**src/rtl/tmr16_pkg.sv**
```systemverilog
package tmr16_pkg;
  typedef enum logic {
    SRC_TICK = 1'b0,
    SRC_EXT  = 1'b1
  } src_sel_e;
endpackage

```
**src/rtl/tmr16_ext_edge.sv**
```systemverilog
// Samples the external pin and reports rising edges once a falling edge has armed it.
module tmr16_ext_edge (
  input  logic clk,
  input  logic rst_n,
  input  logic ext_pin,
  input  logic arm_en,
  output logic rise_armed
);
  logic ext_q, ext_prev, armed_q;
  logic armed_d, fall_seen, rise_seen;

  assign rise_seen = ext_q & ~ext_prev;
  assign fall_seen = ~ext_q & ext_prev;

  always_comb begin
    if (!arm_en) armed_d = 1'b0;
    else         armed_d = armed_q | fall_seen;
  end

  assign rise_armed = armed_q & rise_seen;

  always_ff @(posedge clk or negedge rst_n) begin
    if (!rst_n) begin
      ext_q    <= 1'b0;
      ext_prev <= 1'b0;
      armed_q  <= 1'b0;
    end else begin
      ext_q    <= ext_pin;
      ext_prev <= ext_q;
      armed_q  <= armed_d;
    end
  end
endmodule

```
**src/rtl/tmr16_prescale.sv**
```systemverilog
// Edge divider: emits one pulse per 2**sel input edges; cleared on request or select change.
module tmr16_prescale #(
  parameter int SEL_W = 2
) (
  input  logic             clk,
  input  logic             rst_n,
  input  logic             edge_in,
  input  logic             clr,
  input  logic [SEL_W-1:0] sel,
  output logic             pulse_out
);
  localparam int STAGES = (1 << SEL_W) - 1;

  logic [STAGES-1:0] div_q, div_d, mask;
  logic [SEL_W-1:0]  sel_q;
  logic              restart, div_en;

  always_comb begin
    mask = '0;
    for (int i = 0; i < STAGES; i++) begin
      if (i < int'(sel)) mask[i] = 1'b1;
    end
  end

  assign restart   = clr | (sel != sel_q);
  assign pulse_out = edge_in & ~restart & ((div_q & mask) == mask);
  assign div_en    = restart | edge_in;

  always_comb begin
    if (restart) div_d = '0;
    else         div_d = (div_q + 1'b1) & mask;
  end

  always_ff @(posedge clk or negedge rst_n) begin
    if (!rst_n) begin
      div_q <= '0;
      sel_q <= '0;
    end else begin
      sel_q <= sel;
      if (div_en) div_q <= div_d;
    end
  end
endmodule

```
**src/rtl/tmr16_sync.sv**
```systemverilog
// Multi-flop synchronizer with rising-edge detect; input forced low and output gated in sleep.
module tmr16_sync #(
  parameter int STAGES = 2
) (
  input  logic clk,
  input  logic rst_n,
  input  logic pulse_in,
  input  logic sleep,
  output logic inc_out
);
  logic [STAGES-1:0] stg_q;
  logic              last_q;

  always_ff @(posedge clk or negedge rst_n) begin
    if (!rst_n) stg_q[0] <= 1'b0;
    else        stg_q[0] <= pulse_in & ~sleep;
  end

  for (genvar g = 1; g < STAGES; g++) begin : g_chain
    always_ff @(posedge clk or negedge rst_n) begin
      if (!rst_n) stg_q[g] <= 1'b0;
      else        stg_q[g] <= stg_q[g-1];
    end
  end

  always_ff @(posedge clk or negedge rst_n) begin
    if (!rst_n) last_q <= 1'b0;
    else        last_q <= stg_q[STAGES-1];
  end

  assign inc_out = stg_q[STAGES-1] & ~last_q & ~sleep;
endmodule

```
**src/rtl/tmr16_count.sv**
```systemverilog
// Byte-writable up-counter with sticky rollover flag.
module tmr16_count #(
  parameter int BYTE_W = 8,
  parameter int NBYTES = 2
) (
  input  logic                     clk,
  input  logic                     rst_n,
  input  logic                     inc,
  input  logic [NBYTES-1:0]        wr,
  input  logic [BYTE_W-1:0]        wr_data,
  input  logic                     ovf_clr,
  output logic [NBYTES*BYTE_W-1:0] cnt,
  output logic                     ovf_flag
);
  localparam int CNT_W = NBYTES * BYTE_W;

  logic [CNT_W-1:0] cnt_d, cnt_inc;
  logic             any_wr, cnt_en, ovf_evt, flag_d;

  assign any_wr  = |wr;
  assign cnt_inc = cnt + 1'b1;
  assign cnt_en  = any_wr | inc;
  assign ovf_evt = inc & ~any_wr & (&cnt);
  assign flag_d  = ovf_evt | (ovf_flag & ~ovf_clr);

  for (genvar g = 0; g < NBYTES; g++) begin : g_lane
    assign cnt_d[g*BYTE_W +: BYTE_W] =
      wr[g]  ? wr_data :
      any_wr ? cnt[g*BYTE_W +: BYTE_W] :
               cnt_inc[g*BYTE_W +: BYTE_W];
  end

  always_ff @(posedge clk or negedge rst_n) begin
    if (!rst_n) begin
      cnt      <= '0;
      ovf_flag <= 1'b0;
    end else begin
      if (cnt_en) cnt <= cnt_d;
      ovf_flag <= flag_d;
    end
  end
endmodule

```
**src/rtl/tmr16_top.sv**
```systemverilog
module tmr16_top #(
  parameter int BYTE_W      = 8,
  parameter int SEL_W       = 2,
  parameter int SYNC_STAGES = 2
) (
  input  logic              clk,
  input  logic              rst_n,
  input  logic              tick_int,
  input  logic              ext_clk,
  input  logic              run_en,
  input  logic              src_ext,
  input  logic              async_mode,
  input  logic [SEL_W-1:0]  div_sel,
  input  logic              sleep,
  input  logic              wr_lo,
  input  logic              wr_hi,
  input  logic [BYTE_W-1:0] wr_data,
  input  logic              ovf_clr,
  output logic [BYTE_W-1:0] cnt_lo,
  output logic [BYTE_W-1:0] cnt_hi,
  output logic              ovf_flag
);
  import tmr16_pkg::*;

  localparam int NBYTES = 2;
  localparam int CNT_W  = NBYTES * BYTE_W;

  src_sel_e         src;
  logic             ext_rise, pre_pulse, sync_inc;
  logic             inc_tick, inc_ext, inc;
  logic [NBYTES-1:0] wr_vec;
  logic [CNT_W-1:0] cnt;

  assign src    = src_sel_e'(src_ext);
  assign wr_vec = {wr_hi, wr_lo};

  tmr16_ext_edge u_edge (
    .clk        (clk),
    .rst_n      (rst_n),
    .ext_pin    (ext_clk),
    .arm_en     (run_en & (src == SRC_EXT)),
    .rise_armed (ext_rise)
  );

  tmr16_prescale #(.SEL_W(SEL_W)) u_pre (
    .clk       (clk),
    .rst_n     (rst_n),
    .edge_in   (ext_rise),
    .clr       (|wr_vec),
    .sel       (div_sel),
    .pulse_out (pre_pulse)
  );

  tmr16_sync #(.STAGES(SYNC_STAGES)) u_sync (
    .clk      (clk),
    .rst_n    (rst_n),
    .pulse_in (pre_pulse),
    .sleep    (sleep),
    .inc_out  (sync_inc)
  );

  assign inc_tick = (src == SRC_TICK) & tick_int & ~sleep;
  assign inc_ext  = (src == SRC_EXT) & (async_mode ? pre_pulse : sync_inc);
  assign inc      = run_en & (inc_tick | inc_ext);

  tmr16_count #(.BYTE_W(BYTE_W), .NBYTES(NBYTES)) u_cnt (
    .clk      (clk),
    .rst_n    (rst_n),
    .inc      (inc),
    .wr       (wr_vec),
    .wr_data  (wr_data),
    .ovf_clr  (ovf_clr),
    .cnt      (cnt),
    .ovf_flag (ovf_flag)
  );

  assign cnt_lo = cnt[BYTE_W-1:0];
  assign cnt_hi = cnt[CNT_W-1:BYTE_W];
endmodule

```
**config.mk**
```make
export PLATFORM = sky130hd
export DESIGN_NAME = tmr16_top
export DESIGN_NICKNAME = d
export VERILOG_FILES = /design/src/rtl/tmr16_pkg.sv /design/src/rtl/tmr16_ext_edge.sv /design/src/rtl/tmr16_prescale.sv /design/src/rtl/tmr16_sync.sv /design/src/rtl/tmr16_count.sv /design/src/rtl/tmr16_top.sv
export SDC_FILE = /design/constraint.sdc
export NUM_CORES = 1
export LEC_CHECK = 0
export ABC_CLOCK_PERIOD_IN_PS = 5200
export BUFFER_PORTS_ARGS = -buffer_cell sky130_fd_sc_hd__buf_2
export CAP_MARGIN = 0
export CELL_PAD_IN_SITES_DETAIL_PLACEMENT = 1
export CELL_PAD_IN_SITES_GLOBAL_PLACEMENT = 1
export CORE_UTILIZATION = 35
export DETAILED_ROUTE_END_ITERATION = 10
export GPL_TIMING_DRIVEN = 0
export PLACE_DENSITY_LB_ADDON = 0.1
export SKIP_CTS_REPAIR_TIMING = 1
export SLEW_MARGIN = 25
export SYNTH_ARGS = -nofsm -noshare
export SYNTH_HDL_FRONTEND = slang
export SYNTH_SLANG_ARGS = --single-unit
```
**constraint.sdc**
```tcl
create_clock -name clk -period 5.2 [get_ports clk]
set_clock_uncertainty 0.05 [all_clocks]
set_input_delay 0.26 -clock clk [delete_from_list [all_inputs] [get_ports clk]]
set_output_delay 0.26 -clock clk [all_outputs]
set_load 0.01 [all_outputs]
```
Word level (Yosys, flattened, before mapping)
Cells that the tools add are included.

storage, ports and cells
  bits of input ports = 21
  word-level logic and storage cells = 66
  output and inout port bits = 17
  register bits = 28

operators by class
  order comparisons = 3
  add/sub/neg operators = 2
  eq/ne operators = 4
  bitwise logic cells = 32
  reduce and logical (&&, ||, !) cells = 4
  mux-type cells = 10

operators by type and width
  kind                                                                          number
  8-bit two-way mux                                                             4
  16-bit by 1-bit adder with 16-bit output (second input constant)              1
  1-bit bitwise AND                                                             16
  16-bit AND reduction                                                          1
  1-bit NOT                                                                     8
  3-bit bitwise AND                                                             2
  1-bit bitwise OR                                                              6
  1-bit two-way mux                                                             5
  1-bit by 2-bit less-than comparator with 1-bit output (first input constant)  2
  2-bit inequality test (second input constant)                                 2
  2-bit AND reduction                                                           2
  3-bit by 1-bit adder with 3-bit output (second input constant)                1
  3-bit equality test                                                           1
  3-bit two-way mux                                                             1
  2-bit less-than comparator (first input constant)                             1
  2-bit inequality test                                                         1
  2-bit OR reduction                                                            1

Logic depth before layout (Yosys ltp)
Gate-level depths: netlist of run 1.

  depth after elaboration = 12
  depth in mapped cells = 7
  depth with buffers taken out = 6

By module
From an unflattened synthesis of run 1, not the netlist that was laid out.

second synthesis, totals
  cell total of the unflattened synthesis = 153
  area, all modules = 1501.4 sq um

modules (own cells, without submodules)
  module          seq. area each (sq um)  area each (sq um)  cells each  times used
  tmr16_count     425.4                   1007.2             110         1
  tmr16_prescale  125.1                   262.8              26          1
  tmr16_ext_edge  75.1                    98.8               6           1
  tmr16_sync      75.1                    93.8               5           1
  tmr16_top       0.0                     38.8               6           1

Least setup slack after synthesis of run 1
Ideal clock, no wire load.

  kind = register to register
  start = register u_edge.ext_prev
  end = register u_cnt.cnt[1]
  stages on the path, launching flop included = 7
  setup time = 125 ps
  setup slack = 3147 ps
  period minus slack after synthesis = 2053 ps
  data required time = 5025 ps
  arrival time = 1878 ps
  cells stage by stage = dfrtp_1 > nand3b_1 > a21oi_1 > nand4_1 > a211oi_1 > mux2_2 > mux2_2

between the ends
  longest elaborated chain between the ends = 11

ends and longest elaborated chain
  what                            line                  RTL
  start: declaration              tmr16_ext_edge.sv:9   logic ext_q, ext_prev, armed_q;
  start signal: assignment        tmr16_ext_edge.sv:29  ext_prev <= ext_q;
  1-bit NOT                       tmr16_ext_edge.sv:12  assign rise_seen = ext_q & ~ext_prev;
  1-bit bitwise AND               tmr16_ext_edge.sv:12
  1-bit bitwise AND               tmr16_ext_edge.sv:20  assign rise_armed = armed_q & rise_seen;
  1-bit bitwise AND (2 in a row)  tmr16_prescale.sv:26  assign pulse_out = edge_in & ~restart & ((div_q & mask) == mask);
  1-bit two-way mux               tmr16_top.sv:63       assign inc_ext = (src == SRC_EXT) & (async_mode ? pre_pulse : sync_inc);
  1-bit bitwise AND               tmr16_top.sv:63
  1-bit bitwise OR                tmr16_top.sv:64       assign inc = run_en & (inc_tick | inc_ext);
  1-bit bitwise AND               tmr16_top.sv:64
  1-bit bitwise OR                tmr16_count.sv:22     assign cnt_en = any_wr | inc;
  2-bit AND reduction (no line)   --
  end signal: assignment          tmr16_count.sv:38     if (cnt_en) cnt <= cnt_d;
  end: declaration                tmr16_count.sv:12     output logic [NBYTES*BYTE_W-1:0] cnt,

Every way passes these cells.
A chain may end at the register's enable or synchronous reset.

Final worst setup path of run 1
Same ends and word-level chain as after synthesis.

==> results.py, run 1 <==
metrics = {
    "placed_design": {
        "io_buffers": 37,
        "post-dp-hpwl_um": 3340,
        "gp_congestion": 0.854,
    },
    "power": {
        "p_seq_share_pct": 51.7,
        "ir_worst_vdd_v": 0.000120,
        "powerDensity_nw_per_um2": 251,
        "swShare_pct": 29.6,
        "p_leak_nw": 0.783,
        "power.switching_w": 0.000143,
        "p_int_w": 0.000339,
        "pwr-share-clk_pct": 28.8,
        "combPwrFrac_pct": 19.5,
        "p_total_w": 0.000482,
    },
    "final_layout": {
        "synthToLayoutAreaGrowth_pct": 19.6,
        "layout-drive-gt1-share_pct": 25.1,
        "final_common_cell": "buf_2",
        "n_antenna_cell": 0,
        "fillCellCount": 532,
        "nets": 235,
        "layout_common_cells": "37 x buf_2, 28 x nand2_1, 28 x dfrtp_1",
    },
    "setup_path": {
        "cpLargestDelayFamily": "compound AO/OA/AOI/OAI gates",
        "critPathArrivalTime_ns": 2.48,
        "path_max_fanout": 7,
        "worstSetupStartpointType": "register",
        "max_stage_delay_ns": 0.44,
        "crit_start": "u_edge.ext_prev$_DFF_PN0_",
        "worstReg2RegStart": "u_edge.ext_prev$_DFF_PN0_",
        "path_cells": "nand3b_1 > a21oi_1 > nand4_1 > a211oi_1 > mux2_2 > mux2_2",
        "crit_type": "register to register",
        "end_kind": "register",
        "crit_buf_inv": 0,
        "cpMostUsedCell": "mux2_2",
        "cp_slowest_cell": "a211oi_1",
        "required_ns": 5.32,
    },
    "yosys": {
        "synth_ff_type": "dfrtp_1",
        "async_flop_share_pct": 100,
        "synthDistinctLibCells": 39,
        "synth_edf_count": 0,
        "syn_area_um2": 1610,
        "synth_warnings": 0,
        "synthCells": 169,
        "synth-seq-cells": 28,
        "yosysSeqAreaShare_pct": 43.6,
        "syn-mean-instance-area_um2": 9.51,
        "syn_nets": 192,
    },
    "global_routing": {
        "grt-ovfl-total": 0,
        "grt_max_degree": 29,
        "grt_pass1_wl_um": 7310,
        "antenna_found_initial": 0,
        "grt_pass1_vias": 1489,
        "track_usage_pct": 19.1,
    },
    "timing": {
        "finalCritPeriodShare_pct": 45.3,
        "slew_headroom_pct": 54.9,
        "finalHoldViolCount": 0,
        "tightest_slew_ns": 0.676,
        "fin_tns_setup_ns": 0,
        "finalSetupViolations": 0,
        "holdWs_ns": 0.0369,
        "min_period_ns": 2.36,
        "fmaxAchievable_mhz": 424,
        "rsz0062_at_grt": "false",
        "slew_viol_final": 0,
    },
    "min_path": {
        "min-delay-start": "ext_clk",
        "hold_class": "primary input to register",
    },
    "clock_tree": {
        "cts_tree": "yes",
        "clock_latency_ns": 0.28,
        "htree_levels": 1,
        "cts.path.max_buffers": 2,
        "clk_pin_slew_ns": 0.10,
        "clock-root-buffer": "clkbuf_8",
        "cts_buffers": 3,
        "clkSinkCount": 28,
    },
    "flow_run": {
        "drv_cap": 0,
    },
    "detailed_routing": {
        "antenna_left": 0,
        "vias": 1390,
        "routedWlPerCell_um": 16.5,
        "drt_pass1_iterations": 4,
        "drtIter0Drc": 41,
        "wl_um": 4340,
        "routed_via_density": 5.29,
        "drc": 0,
    },
    "floorplanning": {
        "die_x_um": 69.8,
        "row_count": 24,
        "initial_core_util_pct": 36.7,
        "die_area_um2": 4870,
        "core_um2": 4380,
        "ios": 38,
        "die_y_um": 69.8,
    },
    "outcome": {
        "status": "finished clean",
    },
}
cell type report:
cell class	count	area, µm²	share of cell area, %
timing repair buffer	38	195	10.1
multi-input combinational	126	843	43.9
tap	52	65.1	3.38
sequential	28	701	36.4
clock buffer	4	55.1	2.86
buffer	6	30.0	1.56
inverter	9	33.8	1.76
final timing paths:
| kind | endpoint | slack, ns | cells after the start |
|---|---|---|---|
| worst max-delay path | u_cnt.cnt[1]$_DFFE_PN0P_ | 2.84 | 6 |
| worst min-delay path | u_edge.ext_q$_DFF_PN0_ | 0.04 | 1 |
| worst max register to register | u_cnt.cnt[1]$_DFFE_PN0P_ | 2.84 | 6 |
| worst min register to register | u_sync.stg_q[1]$_DFF_PN0_ | 0.31 | 0 |
| max in group asynchronous | u_cnt.cnt[5]$_DFFE_PN0P_ | 4.18 | 2 |
| min in group asynchronous | u_edge.ext_q$_DFF_PN0_ | 0.49 | 2 |
sequential cells by signal (all words and copies together) (netlist names):
| signal | cells |
|---|---|
| u_cnt.cnt | 16 |
| u_pre.div_q | 3 |
| u_pre.sel_q | 2 |
| u_sync.stg_q | 2 |
| u_cnt.ovf_flag | 1 |
| u_edge.armed_q | 1 |
| u_edge.ext_prev | 1 |
| u_edge.ext_q | 1 |
| u_sync.last_q | 1 |
power groups by stage:
stage | Clock, W | Sequential (W) | Combinational, W
detailed placement | 0 | 0.000253 | 0.0000944
CTS | 0.000146 | 0.000249 | 0.0000952
global placement | 0 | 0.000252 | 0.0000905
finish | 0.000139 | 0.000249 | 0.0000940
floorplan | 0 | 0.000257 | 0.0000465
global route | 0.000152 | 0.000252 | 0.000105
cells by family (layout without fill, tap and decap cells):
| logic type | after synthesis | in the layout | synth area share (%) |
|---|---|---|---|
| AND/OR/NAND/NOR | 71 | 71 | 22.7 |
| AO/OA/AOI/OAI | 35 | 35 | 17.7 |
| flip-flops | 28 | 28 | 43.6 |
| buffers and inverters | 15 | 57 | 3.97 |
| XOR/XNOR | 12 | 12 | 6.54 |
| multiplexers | 6 | 6 | 3.97 |
| adder cells (fa/ha/maj) | 2 | 2 | 1.56 |
per-layer routing:
layer  GRT usage, %  vias to the layer above  part of all wire (%)
met2           30.2                       34                    47
met4           7.33                        0                   1.5
met5              0                        -                     0
met1           25.9                      672                    48
li1               -                      676                     -
met3           3.49                        8                   3.8
synth_stat cells, types with 2 or more instances:
library cell,n,area [µm²]
mux2i_1,3,30.0
xor2_1,2,17.5
nand3b_1,2,15.0
nor2_1,10,37.5
mux2_2,3,33.8
ha_1,2,25.0
and2_1,2,12.5
nand2_1,28,105
dfrtp_1,28,701
a2111oi_2,2,30.0
nor3_1,4,20.0
xnor2_1,10,87.6
nor2b_1,7,43.8
nand3_1,7,35.0
inv_1,9,33.8
a211oi_1,3,22.5
a32oi_1,2,17.5
nand4_1,4,25.0
clkbuf_1,4,15.0
a2111oi_4,2,55.1
o21ai_0,11,55.1
a21oi_1,7,35.0
per-stage QoR:
stage               std cells  cell area [µm²]  setup WS (ns)  utilization (%)
floorplan                 169             1610           3.15                -
global placement          258             1860           2.88             42.4
detailed placement        258             1860           2.82             42.4
CTS                       262             1910           2.80             43.6
global route              263             1920           2.60             43.9
finish                    263             1920           2.84             43.9
Power figures use the tool's default switching activity.
==> run 2, diff against run 1 <==
- ABC_CLOCK_PERIOD_IN_PS: 5200 -> 2050
- clock period: 5.2 -> 2.05 ns (I/O delays scaled with it)
==> results.py, run 2 (same netlist as run 1, synthesis figures left out) <==
metrics = {
    "setup_path": {
        "worstSetupStartpointType": "register",
        "crit_buf_inv": 0,
        "cp_slowest_cell": "dfrtp_1",
        "path_cells": "xor2_2 > nor4_4 > nand4_1 > a211oi_2 > mux2_4 > mux2_2",
        "critPathArrivalTime_ns": 2.33,
        "crit_type": "register to register",
        "end_kind": "register",
        "max_stage_delay_ns": 0.41,
        "path_max_fanout": 3,
        "cpLargestDelayFamily": "multiplexers",
        "required_ns": 2.17,
    },
    "power": {
        "ir_worst_vdd_v": 0.000292,
        "powerDensity_nw_per_um2": 565,
        "p_leak_nw": 0.914,
    },
    "floorplanning": {
        "die_area_um2": 4870,
        "ios": 38,
        "initial_core_util_pct": 36.7,
        "row_count": 24,
        "die_y_um": 69.8,
        "core_um2": 4380,
        "die_x_um": 69.8,
    },
    "clock_tree": {
        "cts.path.max_buffers": 2,
        "cts_tree": "yes",
        "clock_latency_ns": 0.28,
        "clkSinkCount": 28,
        "cts_buffers": 3,
        "clock-root-buffer": "clkbuf_8",
        "clk_pin_slew_ns": 0.10,
        "htree_levels": 1,
    },
    "detailed_routing": {
        "routed_via_density": 5.38,
        "drc": 0,
        "drt_pass1_iterations": 4,
        "wl_um": 4930,
        "routedWlPerCell_um": 17.2,
        "drtIter0Drc": 70,
        "antenna_left": 0,
        "vias": 1539,
    },
    "outcome": {
        "status": "finished with violations",
        "failed_checks": "negative setup slack",
    },
    "timing": {
        "finalCritPeriodShare_pct": 108,
        "slew_viol_final": 0,
        "tightest_slew_ns": 0.687,
        "fmaxAchievable_mhz": 454,
        "fin_ws_ns": -0.154,
        "finalHoldViolCount": 0,
        "slew_headroom_pct": 54.2,
        "holdWs_ns": 0.00122,
        "finalSetupViolations": 8,
        "min_period_ns": 2.20,
        "rsz0062_at_grt": "true",
    },
    "final_layout": {
        "synthToLayoutAreaGrowth_pct": 39.8,
        "max_flop_register": "u_cnt.cnt",
        "largest_register_ffs": 16,
        "layout-drive-gt1-share_pct": 35.5,
        "regArea_um2": 701,
        "fillCellCount": 506,
        "reg.largest.list": "u_cnt.cnt (16), u_pre.div_q (3)",
        "final_common_cell": "buf_2",
        "n_antenna_cell": 0,
        "final_util_pct": 51.3,
        "nets": 258,
        "layout_common_cells": "38 x buf_2, 28 x nand2_1, 28 x dfrtp_1",
        "multiInputGateArea_um2": 960,
        "layout.cells.non_filler": 286,
    },
    "global_routing": {
        "antenna_found_initial": 0,
        "grt.met1_usage_pct": 28.1,
        "grt_pass1_wl_um": 7550,
        "grt_util_met2_pct": 31.6,
        "grt_pass1_vias": 1493,
        "grt-ovfl-total": 0,
        "track_usage_pct": 19.6,
        "grt_util_met3_pct": 1.74,
        "grt_max_degree": 29,
        "gr-max-usage-layer": "met2",
    },
    "min_path": {
        "hold_class": "primary input to register",
    },
    "placed_design": {
        "dp_slack_ns": -0.317,
        "io_buffers": 37,
        "dp.cells": 258,
        "gp_congestion": 0.774,
        "post-dp-hpwl_um": 3440,
    },
    "flow_run": {
        "drv_cap": 0,
    },
}
-- run 2: changes by cell type in the layout (fill, tap and decap cells not counted), sizes merged --
cell,change
buf,+18
dlygate4sd3,+5
-- run 2: layout make-up --
type,instances,share of cell area (%)
Buffer,6,1.39
Clock buffer,4,2.45
Inverter,9,1.50
Multi-Input combinational cell,126,42.7
Sequential cell,28,31.2
Tap cell,52,2.89
Timing Repair Buffer,61,17.9
-- run 2: worst register-to-register path, stage by stage (launching register included) --
cell	delay [ns]
dfrtp_1	0.41
xor2_2	0.17
nor4_4	0.25
nand4_1	0.22
a211oi_2	0.40
mux2_4	0.34
mux2_2	0.26
-- run 2: power breakdown --
part           total, W  internal (W)  leakage (nW)  switching (W)
logic          0.000285      0.000124         0.538       0.000161
clock network  0.000352      0.000172        0.0288       0.000179
registers      0.000635      0.000590         0.347      0.0000448
-- run 2: path summary, 6_finish.rpt --
path / startpoint / to / slack, ns / cells past startpoint
max: u_pre.sel_q[0]$_DFF_PN0_ / u_cnt.cnt[1]$_DFFE_PN0P_ / -0.15 / 6
min: wr_data[4] / u_cnt.cnt[12]$_DFFE_PN0P_ / 0.001 / 3
max reg2reg: u_pre.sel_q[0]$_DFF_PN0_ / u_cnt.cnt[1]$_DFFE_PN0P_ / -0.15 / 6
min reg2reg: u_sync.stg_q[0]$_DFF_PN0_ / u_sync.stg_q[1]$_DFF_PN0_ / 0.31 / 0
max in group asynchronous: rst_n / u_cnt.cnt[9]$_DFFE_PN0P_ / 1.17 / 2
min in group asynchronous: rst_n / u_sync.last_q$_DFF_PN0_ / 0.34 / 2
-- run 2: per-stage QoR --
stage          setup TNS [ns]  power, W  instance area, µm²
2_1_floorplan               0  0.000769                1610
3_3_place_gp            -1.05  0.000872                1860
3_5_place_dp            -2.54  0.000883                1860
4_1_cts                 -2.82   0.00124                1920
5_1_grt                 -2.01   0.00134                2250
6_report               -0.589   0.00127                2250
-- run 2: routing by layer --
layer  routed length [µm]  vias up  part of all wire [%]
met5                    0        -                     0
met4                   57        0                   1.2
met3                  136        6                   2.8
met2                 2450       30                    50
met1                 2280      780                    46
li1                     -      723                     -
